File: src/rtl/ack_seq_pkg.sv
package ack_seq_pkg;
  typedef enum logic [3:0] {
    ST_SLEEP, ST_IDLE, ST_XTAL, ST_SYNTH, ST_TX_KICK, ST_TX_WAIT,
    ST_ACK_WAIT, ST_LISTEN, ST_ACK_KICK, ST_ACK_SEND
  } seq_st_e;
endpackage

File: src/rtl/ack_seq_timer.sv
module ack_seq_timer #(
  parameter int CNT_W = 8
) (
  input  logic             clk_i,
  input  logic             rst_ni,
  input  logic             load_i,
  input  logic [CNT_W-1:0] load_val_i,
  input  logic             dec_i,
  output logic             zero_o
);
  logic [CNT_W-1:0] cnt_q;

  always_ff @(posedge clk_i or negedge rst_ni) begin
    if (!rst_ni)                    cnt_q <= '0;
    else if (load_i)                cnt_q <= load_val_i;
    else if (dec_i && cnt_q != '0)  cnt_q <= cnt_q - 1'b1;
  end

  assign zero_o = (cnt_q == '0);
endmodule

File: src/rtl/ack_seq_fsm.sv
module ack_seq_fsm
  import ack_seq_pkg::*;
#(
  parameter int CNT_W = 8
) (
  input  logic             clk_i,
  input  logic             rst_ni,
  input  logic             go_i,
  input  logic             rx_mode_i,
  input  logic             end_idle_i,
  input  logic [CNT_W-1:0] osc_wait_i,
  input  logic [CNT_W-1:0] pll_wait_i,
  input  logic [CNT_W-1:0] ack_wait_i,
  input  logic             tx_done_i,
  input  logic             rx_ack_i,
  input  logic             rx_pkt_i,
  input  logic             tmr_zero_i,
  output seq_st_e          st_o,
  output logic             tmr_load_o,
  output logic [CNT_W-1:0] tmr_val_o,
  output logic             tmr_dec_o,
  output logic             ev_go_o,
  output logic             ev_ack_o,
  output logic             ev_to_o,
  output logic             ev_pkt_o
);
  seq_st_e st_q, st_d;
  logic    rxm_q, rxm_d;
  seq_st_e rest_st;

  assign rest_st = end_idle_i ? ST_IDLE : ST_SLEEP;

  always_comb begin
    st_d       = st_q;
    rxm_d      = rxm_q;
    tmr_load_o = 1'b0;
    tmr_val_o  = '0;
    tmr_dec_o  = 1'b0;
    ev_go_o    = 1'b0;
    ev_ack_o   = 1'b0;
    ev_to_o    = 1'b0;
    ev_pkt_o   = 1'b0;
    unique case (st_q)
      ST_SLEEP, ST_IDLE: begin
        if (go_i) begin
          // go outranks receive mode
          st_d = ST_XTAL; rxm_d = 1'b0; ev_go_o = 1'b1;
          tmr_load_o = 1'b1; tmr_val_o = osc_wait_i;
        end else if (rx_mode_i) begin
          st_d = ST_XTAL; rxm_d = 1'b1;
          tmr_load_o = 1'b1; tmr_val_o = osc_wait_i;
        end
      end
      ST_XTAL: begin
        if (tmr_zero_i) begin
          st_d = ST_SYNTH; tmr_load_o = 1'b1; tmr_val_o = pll_wait_i;
        end else tmr_dec_o = 1'b1;
      end
      ST_SYNTH: begin
        if (tmr_zero_i) st_d = rxm_q ? ST_LISTEN : ST_TX_KICK;
        else            tmr_dec_o = 1'b1;
      end
      ST_TX_KICK: st_d = ST_TX_WAIT;
      ST_TX_WAIT: begin
        if (tx_done_i) begin
          st_d = ST_ACK_WAIT; tmr_load_o = 1'b1; tmr_val_o = ack_wait_i;
        end
      end
      ST_ACK_WAIT: begin
        // an ack in the last window cycle still counts
        if (rx_ack_i)        begin st_d = rest_st; ev_ack_o = 1'b1; end
        else if (tmr_zero_i) begin st_d = rest_st; ev_to_o  = 1'b1; end
        else tmr_dec_o = 1'b1;
      end
      ST_LISTEN: begin
        if (!rx_mode_i)    st_d = rest_st;
        else if (rx_pkt_i) begin st_d = ST_ACK_KICK; ev_pkt_o = 1'b1; end
      end
      ST_ACK_KICK: st_d = ST_ACK_SEND;
      ST_ACK_SEND: if (tx_done_i) st_d = ST_LISTEN;
      default: st_d = ST_SLEEP;
    endcase
  end

  always_ff @(posedge clk_i or negedge rst_ni) begin
    if (!rst_ni) begin
      st_q  <= ST_SLEEP;
      rxm_q <= 1'b0;
    end else begin
      st_q  <= st_d;
      rxm_q <= rxm_d;
    end
  end

  assign st_o = st_q;
endmodule

File: src/rtl/ack_seq_flags.sv
module ack_seq_flags (
  input  logic clk_i,
  input  logic rst_ni,
  input  logic ev_go_i,
  input  logic ev_ack_i,
  input  logic ev_to_i,
  input  logic ev_pkt_i,
  output logic ack_ok_o,
  output logic timeout_o,
  output logic irq_o
);
  always_ff @(posedge clk_i or negedge rst_ni) begin
    if (!rst_ni) begin
      ack_ok_o  <= 1'b0;
      timeout_o <= 1'b0;
      irq_o     <= 1'b0;
    end else begin
      irq_o <= ev_pkt_i;
      if (ev_go_i) begin
        ack_ok_o  <= 1'b0;
        timeout_o <= 1'b0;
      end else begin
        if (ev_ack_i) ack_ok_o  <= 1'b1;
        if (ev_to_i)  timeout_o <= 1'b1;
      end
    end
  end
endmodule

File: src/rtl/ack_txn_seq.sv
module ack_txn_seq
  import ack_seq_pkg::*;
#(
  parameter int CNT_W = 8
) (
  input  logic             clk_i,
  input  logic             rst_ni,
  input  logic             go_i,
  input  logic             rx_mode_i,
  input  logic             end_idle_i,
  input  logic [CNT_W-1:0] osc_wait_i,
  input  logic [CNT_W-1:0] pll_wait_i,
  input  logic [CNT_W-1:0] ack_wait_i,
  input  logic             tx_done_i,
  input  logic             rx_ack_i,
  input  logic             rx_pkt_i,
  input  logic             rx_byte_vld_i,
  output logic             xtal_en_o,
  output logic             synth_en_o,
  output logic             tx_req_o,
  output logic             tx_ack_sel_o,
  output logic             rx_en_o,
  output logic             rx_buf_we_o,
  output logic             busy_o,
  output logic             sleep_o,
  output logic             ack_ok_o,
  output logic             timeout_o,
  output logic             irq_o
);
  seq_st_e          st;
  logic             tmr_load, tmr_dec, tmr_zero;
  logic [CNT_W-1:0] tmr_val;
  logic             ev_go, ev_ack, ev_to, ev_pkt;

  ack_seq_fsm #(.CNT_W(CNT_W)) u_fsm (
    .clk_i, .rst_ni, .go_i, .rx_mode_i, .end_idle_i,
    .osc_wait_i, .pll_wait_i, .ack_wait_i,
    .tx_done_i, .rx_ack_i, .rx_pkt_i,
    .tmr_zero_i (tmr_zero),
    .st_o       (st),
    .tmr_load_o (tmr_load),
    .tmr_val_o  (tmr_val),
    .tmr_dec_o  (tmr_dec),
    .ev_go_o    (ev_go),
    .ev_ack_o   (ev_ack),
    .ev_to_o    (ev_to),
    .ev_pkt_o   (ev_pkt)
  );

  ack_seq_timer #(.CNT_W(CNT_W)) u_tmr (
    .clk_i, .rst_ni,
    .load_i     (tmr_load),
    .load_val_i (tmr_val),
    .dec_i      (tmr_dec),
    .zero_o     (tmr_zero)
  );

  ack_seq_flags u_flags (
    .clk_i, .rst_ni,
    .ev_go_i  (ev_go),
    .ev_ack_i (ev_ack),
    .ev_to_i  (ev_to),
    .ev_pkt_i (ev_pkt),
    .ack_ok_o, .timeout_o, .irq_o
  );

  assign sleep_o      = (st == ST_SLEEP);
  assign busy_o       = !(st inside {ST_SLEEP, ST_IDLE});
  assign xtal_en_o    = busy_o;
  assign synth_en_o   = busy_o && (st != ST_XTAL);
  assign tx_req_o     = (st == ST_TX_KICK) || (st == ST_ACK_KICK);
  assign tx_ack_sel_o = (st == ST_ACK_KICK) || (st == ST_ACK_SEND);
  assign rx_en_o      = (st == ST_ACK_WAIT) || (st == ST_LISTEN);
  assign rx_buf_we_o  = (st == ST_LISTEN) && rx_byte_vld_i;
endmodule

File: config.mk
export PLATFORM = sky130hd
export DESIGN_NAME = ack_txn_seq
export DESIGN_NICKNAME = d
export VERILOG_FILES = /design/src/rtl/ack_seq_pkg.sv /design/src/rtl/ack_seq_timer.sv /design/src/rtl/ack_seq_fsm.sv /design/src/rtl/ack_seq_flags.sv /design/src/rtl/ack_txn_seq.sv
export SDC_FILE = /design/constraint.sdc
export NUM_CORES = 1
export LEC_CHECK = 0
export ABC_CLOCK_PERIOD_IN_PS = 2100
export BUFFER_PORTS_ARGS = -buffer_cell sky130_fd_sc_hd__buf_2
export CELL_PAD_IN_SITES_DETAIL_PLACEMENT = 0
export CELL_PAD_IN_SITES_GLOBAL_PLACEMENT = 1
export CORE_MARGIN = 1
export CORE_UTILIZATION = 32
export DETAILED_ROUTE_END_ITERATION = 12
export HOLD_SLACK_MARGIN = 0.12
export PLACE_DENSITY_LB_ADDON = 0.1
export SYNTH_ARGS = -nofsm -noshare
export SYNTH_HDL_FRONTEND = slang
export SYNTH_SLANG_ARGS = --single-unit
File: constraint.sdc
create_clock -name clk_i -period 2.1 [get_ports clk_i]
set_input_delay 0.42 -clock clk_i [delete_from_list [all_inputs] [get_ports clk_i]]
set_output_delay 0.42 -clock clk_i [all_outputs]
set_load 0.005 [all_outputs]
==> metrics.log, run 1 <==
[metrics] status: complete, no violations
[metrics] Seq pwr share: 0.266
[metrics] headroom to the max-slew limit: 0.7313
[metrics] pin count of the biggest net entering global routing: 17
[metrics] Top-Level Pins: 44
[metrics] Setup crit end kind: register
[metrics] commonest non-fill, non-tap cells in the layout: sky130_fd_sc_hd__buf_2 (43), sky130_fd_sc_hd__buf_4 (17), sky130_fd_sc_hd__dfrtp_1 (16)
[metrics] area overhead of the layout relative to synthesis: 33.86%
[metrics] data arrival time of the worst path: between 2000 and 2500 ps
[metrics] Critical Path Start: u_fsm.st_o[0]$_DFFE_PN0P_
[metrics] number of diodes added for antenna fixing: 0
[metrics] number of library cell types mapped by synthesis: between 40 and 50
[metrics] cell type with the highest aggregate area in the netlist: sky130_fd_sc_hd__dfrtp_1
[metrics] commonest non-fill, non-tap cell in the layout: sky130_fd_sc_hd__buf_2
[metrics] Clock Skew: approximately 2.9 ps
[metrics] fraction of power spent switching nets: 0.4340
[metrics] Hold Crit Start: go_i
[metrics] register bit total from synthesis: 16
[metrics] Sw Pwr: 925.1 uW
[metrics] remaining design rule violation count: 0
[metrics] Rows: 21
[metrics] Filler cells: ~350
[metrics] final critical path time including I/O delays and setup: between 2000 and 2500 ps
[metrics] logic depth of the worst register-to-register path: 4
[metrics] share of synthesized area occupied by flip-flops and latches: 0.3386
[metrics] total number of clock tree sinks: 16
[metrics] asr flop ratio synth: 1.000
[metrics] critical path endpoint: u_tmr.cnt_q[5]$_DFFE_PN0P_
[metrics] cell area after technology mapping: approximately 1200 sq um
[metrics] Power Internal: 1.206 mW
[metrics] final std cells w/o fill: between 200 and 250
[metrics] nets@finish: between 200 and 250
[metrics] Via Count: between 1000 and 1500
[metrics] sequential cell area in the final layout: 400.4 sq um
[metrics] maximum fanout along the worst path: 7
[metrics] final critical-path share of the clock period: 0.9528
[metrics] Post-Place Cells: 230
[metrics] Overall Global Routing Usage: 0.1762
[metrics] Multi-input gate area: 696.9 sq um
[metrics] vertical extent of the die: roughly 63 um
[metrics] commonest register cell after synthesis: sky130_fd_sc_hd__dfrtp_1
[metrics] global placement routability congestion: around 0.86
[metrics] post-synth top area share: 0.3386
[metrics] clock network fraction of total power: 0.109
[metrics] Detailed Routing Iterations Pass 1: 4
[metrics] crit path setup slack, layout: around 100 ps
[metrics] number of global-route vias before repair: roughly 1100
[metrics] fraction of final layout cells sized beyond drive strength 1: 0.3842
[metrics] Synth Net Count: roughly 170
[metrics] max capacitance violation total: 0
[metrics] number of hold violations in the final report: 0
[metrics] RSZ-0062 raised after global routing: false
[metrics] Setup Total Neg Slack: 0 ps
[metrics] final HPWL from detailed placement: 2.529 mm
[metrics] leading post-synthesis cells by cell area: sky130_fd_sc_hd__dfrtp_1 (34%), sky130_fd_sc_hd__a222oi_1 (5.9%), sky130_fd_sc_hd__a21oi_1 (5.1%)
[metrics] remaining number of nets flagged by the antenna check after routing: 0
[metrics] drt via density: 5.140
[metrics] Final Slew Violations: 0
[metrics] total chip power: between 2 and 2.5 mW
[metrics] Detailed Route WL: around 3.2 mm
[metrics] count of port buffers added during placement: between 40 and 50
[metrics] launching element type of the critical path: register
[metrics] initial DRC count: 65
[metrics] synthesized area per cell: 8.890 sq um
[metrics] die width: around 63 um
[metrics] number of synthesized flops with an enable pin: 0
[metrics] insertion delay of the later-clocked pin in the worst-skew pair: about 250 ps
[metrics] total setup violations reported at the end of the flow: 0
[metrics] Layout Utilization: 0.4598
[metrics] Pwr per Cell Area: approximately 1300 nW/um^2
[metrics] worst IR drop on VDD: roughly 0.45 mV
[metrics] RR Startpoint: u_fsm.st_o[0]$_DFFE_PN0P_
[metrics] first-pass GRT wire length: around 5.4 mm
[metrics] Root Driver: sky130_fd_sc_hd__clkbuf_8
[metrics] combinational power share: 0.625
[metrics] r2r setup slk: slightly below 100 ps
[metrics] data required time at the worst endpoint: between 2000 and 2500 ps
[metrics] worst reg2reg path endpoint: u_tmr.cnt_q[5]$_DFFE_PN0P_
[metrics] starting density of the core: 0.3435
[metrics] CTS max path bufs: 2
[metrics] H-tree depth: 1
[metrics] global route overflow: 0
[metrics] Setup Crit Path Kind: register to register
[metrics] Yosys warning count: 0
[metrics] TritonCTS clock tree: done
[metrics] actual slew at the worst max-slew pin: 403.0 ps
[metrics] number of cells traversed by the worst hold path: 2
[metrics] clk slew on worst S/H paths: roughly 60 ps
[metrics] number of clock buffers inserted by TritonCTS: 3
[metrics] DP Worst Slack: approximately 66 ps
[metrics] upper clock frequency limit: 499.8 MHz
[metrics] Synth Instances: about 130
[metrics] detailed-route wire length per cell: 13.72 um
[metrics] reported leakage power: ~0.78 nW
[metrics] core box area: approximately 3400 sq um
[metrics] number of antenna violations at the first check in global routing: 0
[metrics] Die ar.: ~4000 sq um
[metrics] class of the most critical hold timing path: input port to register
logic make-up (layout without fill, tap and decap cells):
group                      count (synthesis)  after routing  share of synthesized area
adders and majority gates                  2              2                    0.02116
buffers and inverters                     16             73                    0.07407
AOI/OAI and AO/OA                         43             43                     0.2635
muxes                                      5              5                    0.04233
DFF                                       16             16                     0.3386
xor gates and xnor gates                   2              2                    0.01482
and+or+nand+nor                           49             49                     0.2455
sequential cells by signal, indices dropped and copies added, names as in the netlist:
signal and flops:
u_flags.ack_ok_o 1, u_flags.irq_o 1, u_flags.timeout_o 1, u_fsm.rxm_q 1, u_fsm.st_o 4, u_tmr.cnt_q 8
stage by stage:
step | hold WS, ps | instance area (sq um)
final | 385.6 | 1583
after global routing | 394.2 | 1583
after CTS | 382.7 | 1565
after detailed placement | 373.8 | 1514
after global placement | 361.3 | 1514
after floorplan | 124.4 | 1182
cell type report:
cell class	instances	share of cell area
timing repair buffer	61	0.2229
clock buffer	3	0.02609
inverter	9	0.02134
tap	46	0.03636
sequential	16	0.2530
multi-input combinational	101	0.4403
power by group through the flow:
stage          Combinational, mW  Sequential [mW]  Clock (mW)
3_5_place_dp                1.32            0.566           0
4_1_cts                     1.32            0.563       0.238
6_report                    1.33            0.568       0.232
2_1_floorplan              0.929            0.539           0
5_1_grt                     1.51            0.583       0.253
3_3_place_gp                1.31            0.562           0
per-layer routing:
metal,routed length (um),track usage
met5,0,0
met4,27,0.04360
met3,168,0.02372
met2,1354,0.2568
met1,1686,0.2695
Yosys cell counts (2+ instances only):
library cell and count:
sky130_fd_sc_hd__xnor2_1 2, sky130_fd_sc_hd__o21ai_0 6, sky130_fd_sc_hd__mux2i_1 5, sky130_fd_sc_hd__nor2b_1 2, sky130_fd_sc_hd__o2bb2ai_1 2, sky130_fd_sc_hd__nor3_2 2, sky130_fd_sc_hd__a21oi_1 12, sky130_fd_sc_hd__a222oi_1 7
sky130_fd_sc_hd__clkbuf_1 2, sky130_fd_sc_hd__o21a_1 2, sky130_fd_sc_hd__o21ai_1 3, sky130_fd_sc_hd__or4_4 2, sky130_fd_sc_hd__buf_6 3, sky130_fd_sc_hd__nand3_1 2, sky130_fd_sc_hd__dfrtp_1 16, sky130_fd_sc_hd__a211oi_2 2
sky130_fd_sc_hd__inv_1 9, sky130_fd_sc_hd__nor2_1 13, sky130_fd_sc_hd__nand2b_1 2, sky130_fd_sc_hd__and2_1 2, sky130_fd_sc_hd__and3_1 4, sky130_fd_sc_hd__nor3_1 5, sky130_fd_sc_hd__nand2_1 7, sky130_fd_sc_hd__ha_1 2
critical path, cell delays in order (launching register included):
cell,delay (ps)
sky130_fd_sc_hd__dfrtp_1,460
sky130_fd_sc_hd__o21a_1,250
sky130_fd_sc_hd__or4_4,500
sky130_fd_sc_hd__or4_4,430
sky130_fd_sc_hd__o311ai_2,260
what timing repair did:
item                                    4_1_cts  5_1_grt
resized for setup                             0        1
endpoints found under the setup margin        0        2
endpoints found under the hold margin        16        0
hold buffers                                  1        0
setup buffers                                 0        2
worst min-delay path by stage:
stage	slack [ps]	endpoint
floorplan	120	u_flags.ack_ok_o$_DFFE_PN0P_
global placement	360	u_fsm.st_o[2]$_DFFE_PN0P_
detailed placement	370	u_fsm.st_o[2]$_DFFE_PN0P_
CTS	380	u_fsm.rxm_q$_DFFE_PN0P_
global route	390	u_flags.timeout_o$_DFFE_PN0P_
finish	390	u_fsm.rxm_q$_DFFE_PN0P_
Power figures use the tool's default switching activity.
==> inputs of run 2 (changes only) <==
--- a/config.mk
+++ b/config.mk
@@ -13,5 +13,4 @@
 export CORE_UTILIZATION = 32
 export DETAILED_ROUTE_END_ITERATION = 12
-export HOLD_SLACK_MARGIN = 0.12
 export PLACE_DENSITY_LB_ADDON = 0.1
 export SYNTH_ARGS = -nofsm -noshare
==> constraint.sdc (replaced) <==
create_clock -name clk_i -period 2.1 [get_ports clk_i]
set_input_delay 0.105 -clock clk_i [delete_from_list [all_inputs] [get_ports clk_i]]
set_output_delay 0.105 -clock clk_i [all_outputs]
set_load 0.005 [all_outputs]
==> run 2 against run 1 <==
Via count increased by 2.5%. Global-route usage increased by 1.3 points. Critical endpoint unchanged. Flip-flop and latch count did not move. Hold slack worse by 320 ps. Clock power increased by 20%. Count of clock-buffer cells in the layout is 1 higher. Sequential power shrank 0.7%. First-iteration DRC count stayed put. Largest cell class unchanged. Final area about the same. Setup slack improved by 21 ps. Sequential share of layout area is essentially flat. Core utilization hardly changed.
==> metrics.log, run 2 (synthesis results as in run 1) <==
[metrics] status: complete, no violations
[metrics] fraction of final layout cells sized beyond drive strength 1: 0.3883 (+0.004087)
[metrics] Root Driver: sky130_fd_sc_hd__clkbuf_8
[metrics] headroom to the max-slew limit: 0.7496 (+0.01828)
[metrics] max capacitance violation total: 0 (unchanged)
[metrics] first-pass GRT wire length: 5.796 mm (+6.6%)
[metrics] pin count of the biggest net entering global routing: 17 (unchanged)
[metrics] final HPWL from detailed placement: 2.670 mm (+5.6%)
[metrics] TritonCTS clock tree: done
[metrics] detailed-route wire length per cell: 14.30 um (+4.3%)
[metrics] Via Count: 1243 (+2.5%)
[metrics] RR Startpoint: u_fsm.st_o[0]$_DFFE_PN0P_
[metrics] clk slew on worst S/H paths: 60 ps (about the same)
[metrics] upper clock frequency limit: 505.1 MHz (+1.1%)
[metrics] number of diodes added for antenna fixing: 0 (unchanged)
[metrics] final critical path time including I/O delays and setup: 1980 ps (-21.19 ps)
[metrics] vertical extent of the die: 62.79 um (unchanged)
[metrics] commonest non-fill, non-tap cell in the layout: sky130_fd_sc_hd__buf_2
[metrics] number of hold violations in the final report: 0 (unchanged)
[metrics] initial DRC count: 65 (unchanged)
[metrics] total number of clock tree sinks: 16 (unchanged)
[metrics] data arrival time of the worst path: 2140 ps (about the same)
[metrics] Setup crit end kind: register
[metrics] launching element type of the critical path: register
[metrics] global placement routability congestion: 0.8699 (+0.92%)
[metrics] data required time at the worst endpoint: 2260 ps (about the same)
[metrics] number of antenna violations at the first check in global routing: 0 (unchanged)
[metrics] number of cells traversed by the worst hold path: 2 (unchanged)
[metrics] Setup Crit Path Kind: register to register
[metrics] class of the most critical hold timing path: input port to register
[metrics] remaining design rule violation count: 0 (unchanged)
[metrics] Critical Path Start: u_fsm.st_o[0]$_DFFE_PN0P_
[metrics] CTS max path bufs: 2 (unchanged)
[metrics] H-tree depth: 1 (unchanged)
[metrics] global route overflow: 0 (unchanged)
[metrics] total setup violations reported at the end of the flow: 0 (unchanged)
[metrics] count of port buffers added during placement: 43 (unchanged)
[metrics] worst IR drop on VDD: 0.5667 mV (+25%)
[metrics] Post-Place Cells: 229 (-0.43%)
[metrics] DP Worst Slack: 101.0 ps (+34.98 ps)
[metrics] fraction of power spent switching nets: 0.4310 (-0.002953)
[metrics] logic depth of the worst register-to-register path: 4 (unchanged)
[metrics] final critical-path share of the clock period: 0.9427 (-0.01009)
[metrics] register name with the most flops: u_tmr.cnt_q
[metrics] remaining number of nets flagged by the antenna check after routing: 0 (unchanged)
[metrics] reported leakage power: 0.7648 nW (-1.4%)
[metrics] nets@finish: 224 (-1.3%)
[metrics] Final Slew Violations: 0 (unchanged)
[metrics] Rows: 21 (unchanged)
[metrics] area overhead of the layout relative to synthesis: 33.76% (about the same)
[metrics] Top-Level Pins: 44 (unchanged)
[metrics] insertion delay of the later-clocked pin in the worst-skew pair: 250 ps (about the same)
[metrics] Sw Pwr: 940.4 uW (+1.7%)
[metrics] Overall Global Routing Usage: 0.1888 (+0.01261)
[metrics] Largest register FFs: 8 (unchanged)
[metrics] Detailed Routing Iterations Pass 1: 4 (unchanged)
[metrics] Power Internal: 1.241 mW (+2.9%)
[metrics] count of buffers added by post-CTS timing repair for setup: 0 (unchanged)
[metrics] starting density of the core: 0.3435 (unchanged)
[metrics] final std cells w/o fill: 234 (-0.85%)
[metrics] clock network fraction of total power: 0.128 (+0.019)
[metrics] Setup Total Neg Slack: 0 ps (unchanged)
[metrics] combinational power share: 0.614 (-0.011)
[metrics] Pwr per Cell Area: 1380 nW/um^2 (+2.4%)
[metrics] core box area: 3442 sq um (unchanged)
[metrics] Hold Crit Start: go_i
[metrics] r2r setup slk: 120 ps (+20 ps)
[metrics] drt via density: 5.312 (+3.3%)
[metrics] die width: 62.79 um (unchanged)
[metrics] Seq pwr share: 0.259 (-0.007)
[metrics] number of clock buffers inserted by TritonCTS: 3 (unchanged)
[metrics] Clock Skew: 2.010 ps (-0.9100 ps)
[metrics] critical path endpoint: u_tmr.cnt_q[5]$_DFFE_PN0P_
[metrics] Detailed Route WL: 3.347 mm (+3.4%)
[metrics] commonest non-fill, non-tap cells in the layout: sky130_fd_sc_hd__buf_2 (43), sky130_fd_sc_hd__dfrtp_1 (16), sky130_fd_sc_hd__buf_4 (14)
[metrics] crit path setup slack, layout: 120.3 ps (+21.19 ps)
[metrics] maximum fanout along the worst path: 7 (unchanged)
[metrics] number of global-route vias before repair: 1225 (+7.4%)
[metrics] Die ar.: 3942 sq um (unchanged)
[metrics] worst reg2reg path endpoint: u_tmr.cnt_q[5]$_DFFE_PN0P_
[metrics] RSZ-0062 raised after global routing: false
[metrics] total chip power: 2.182 mW (+2.4%)
[metrics] actual slew at the worst max-slew pin: 375.6 ps (-27.42 ps)
[run 2: changes by cell type in the layout (fill, tap and decap cells not counted), sizes merged]
cell,before,now
buf,60,57
clkbuf,3,4
[run 2: worst min path at each step]
stage	slack (ps)	end
5_1_grt	70	u_flags.timeout_o$_DFFE_PN0P_
2_1_floorplan	-190	u_flags.ack_ok_o$_DFFE_PN0P_
6_report	60	u_fsm.rxm_q$_DFFE_PN0P_
3_5_place_dp	50	u_fsm.st_o[1]$_DFFE_PN0P_
4_1_cts	60	u_fsm.rxm_q$_DFFE_PN0P_
3_3_place_gp	50	u_fsm.st_o[1]$_DFFE_PN0P_
[run 2: repair_timing]
action,4_1_cts,5_1_grt
endpoints found under the hold margin,16,0
gates resized for setup,0,3
endpoints found under the setup margin,0,4
hold buffers,1,0
[run 2: final cells by class]
cell class / count / area, sq um
sequential: 16 / 400.4
fill: 349 / 1861
tap: 46 / 57.56
clock buffer: 4 / 55.05
timing repair buffer: 58 / 330.3
inverter: 9 / 33.78
multi-input combinational: 101 / 704.4
[run 2: per-stage QoR]
stage / utilization / hold WS (ps) / area, sq um
after floorplan: - / -190.6 / 1182
after global placement: 0.4377 / 47.80 / 1506
after detailed placement: 0.4377 / 48.73 / 1506
after CTS: 0.4566 / 59.80 / 1572
after global routing: 0.4595 / 65.76 / 1582
final: 0.4595 / 64.96 / 1582
[run 2: routing by layer]
metal	share of wire	GRT usage	wire length [um]
met1	0.49	0.2682	1643
met3	0.047	0.03832	157
met4	0.0072	0.03488	24
met2	0.45	0.2962	1522
met5	0	0	0
[run 2: power groups by stage]
stage,Combinational [mW],Sequential [mW],Clock [mW]
floorplan,0.929,0.539,0
global placement,1.31,0.565,0
detailed placement,1.32,0.563,0
CTS,1.33,0.561,0.287
global route,1.50,0.589,0.304
finish,1.34,0.564,0.279
[run 2: worst max-delay path, cell delays in order (launching register included)]
cell	delay, ps
sky130_fd_sc_hd__dfrtp_1	440
sky130_fd_sc_hd__o21a_1	250
sky130_fd_sc_hd__or4_4	500
sky130_fd_sc_hd__or4_4	430
sky130_fd_sc_hd__o311ai_2	250
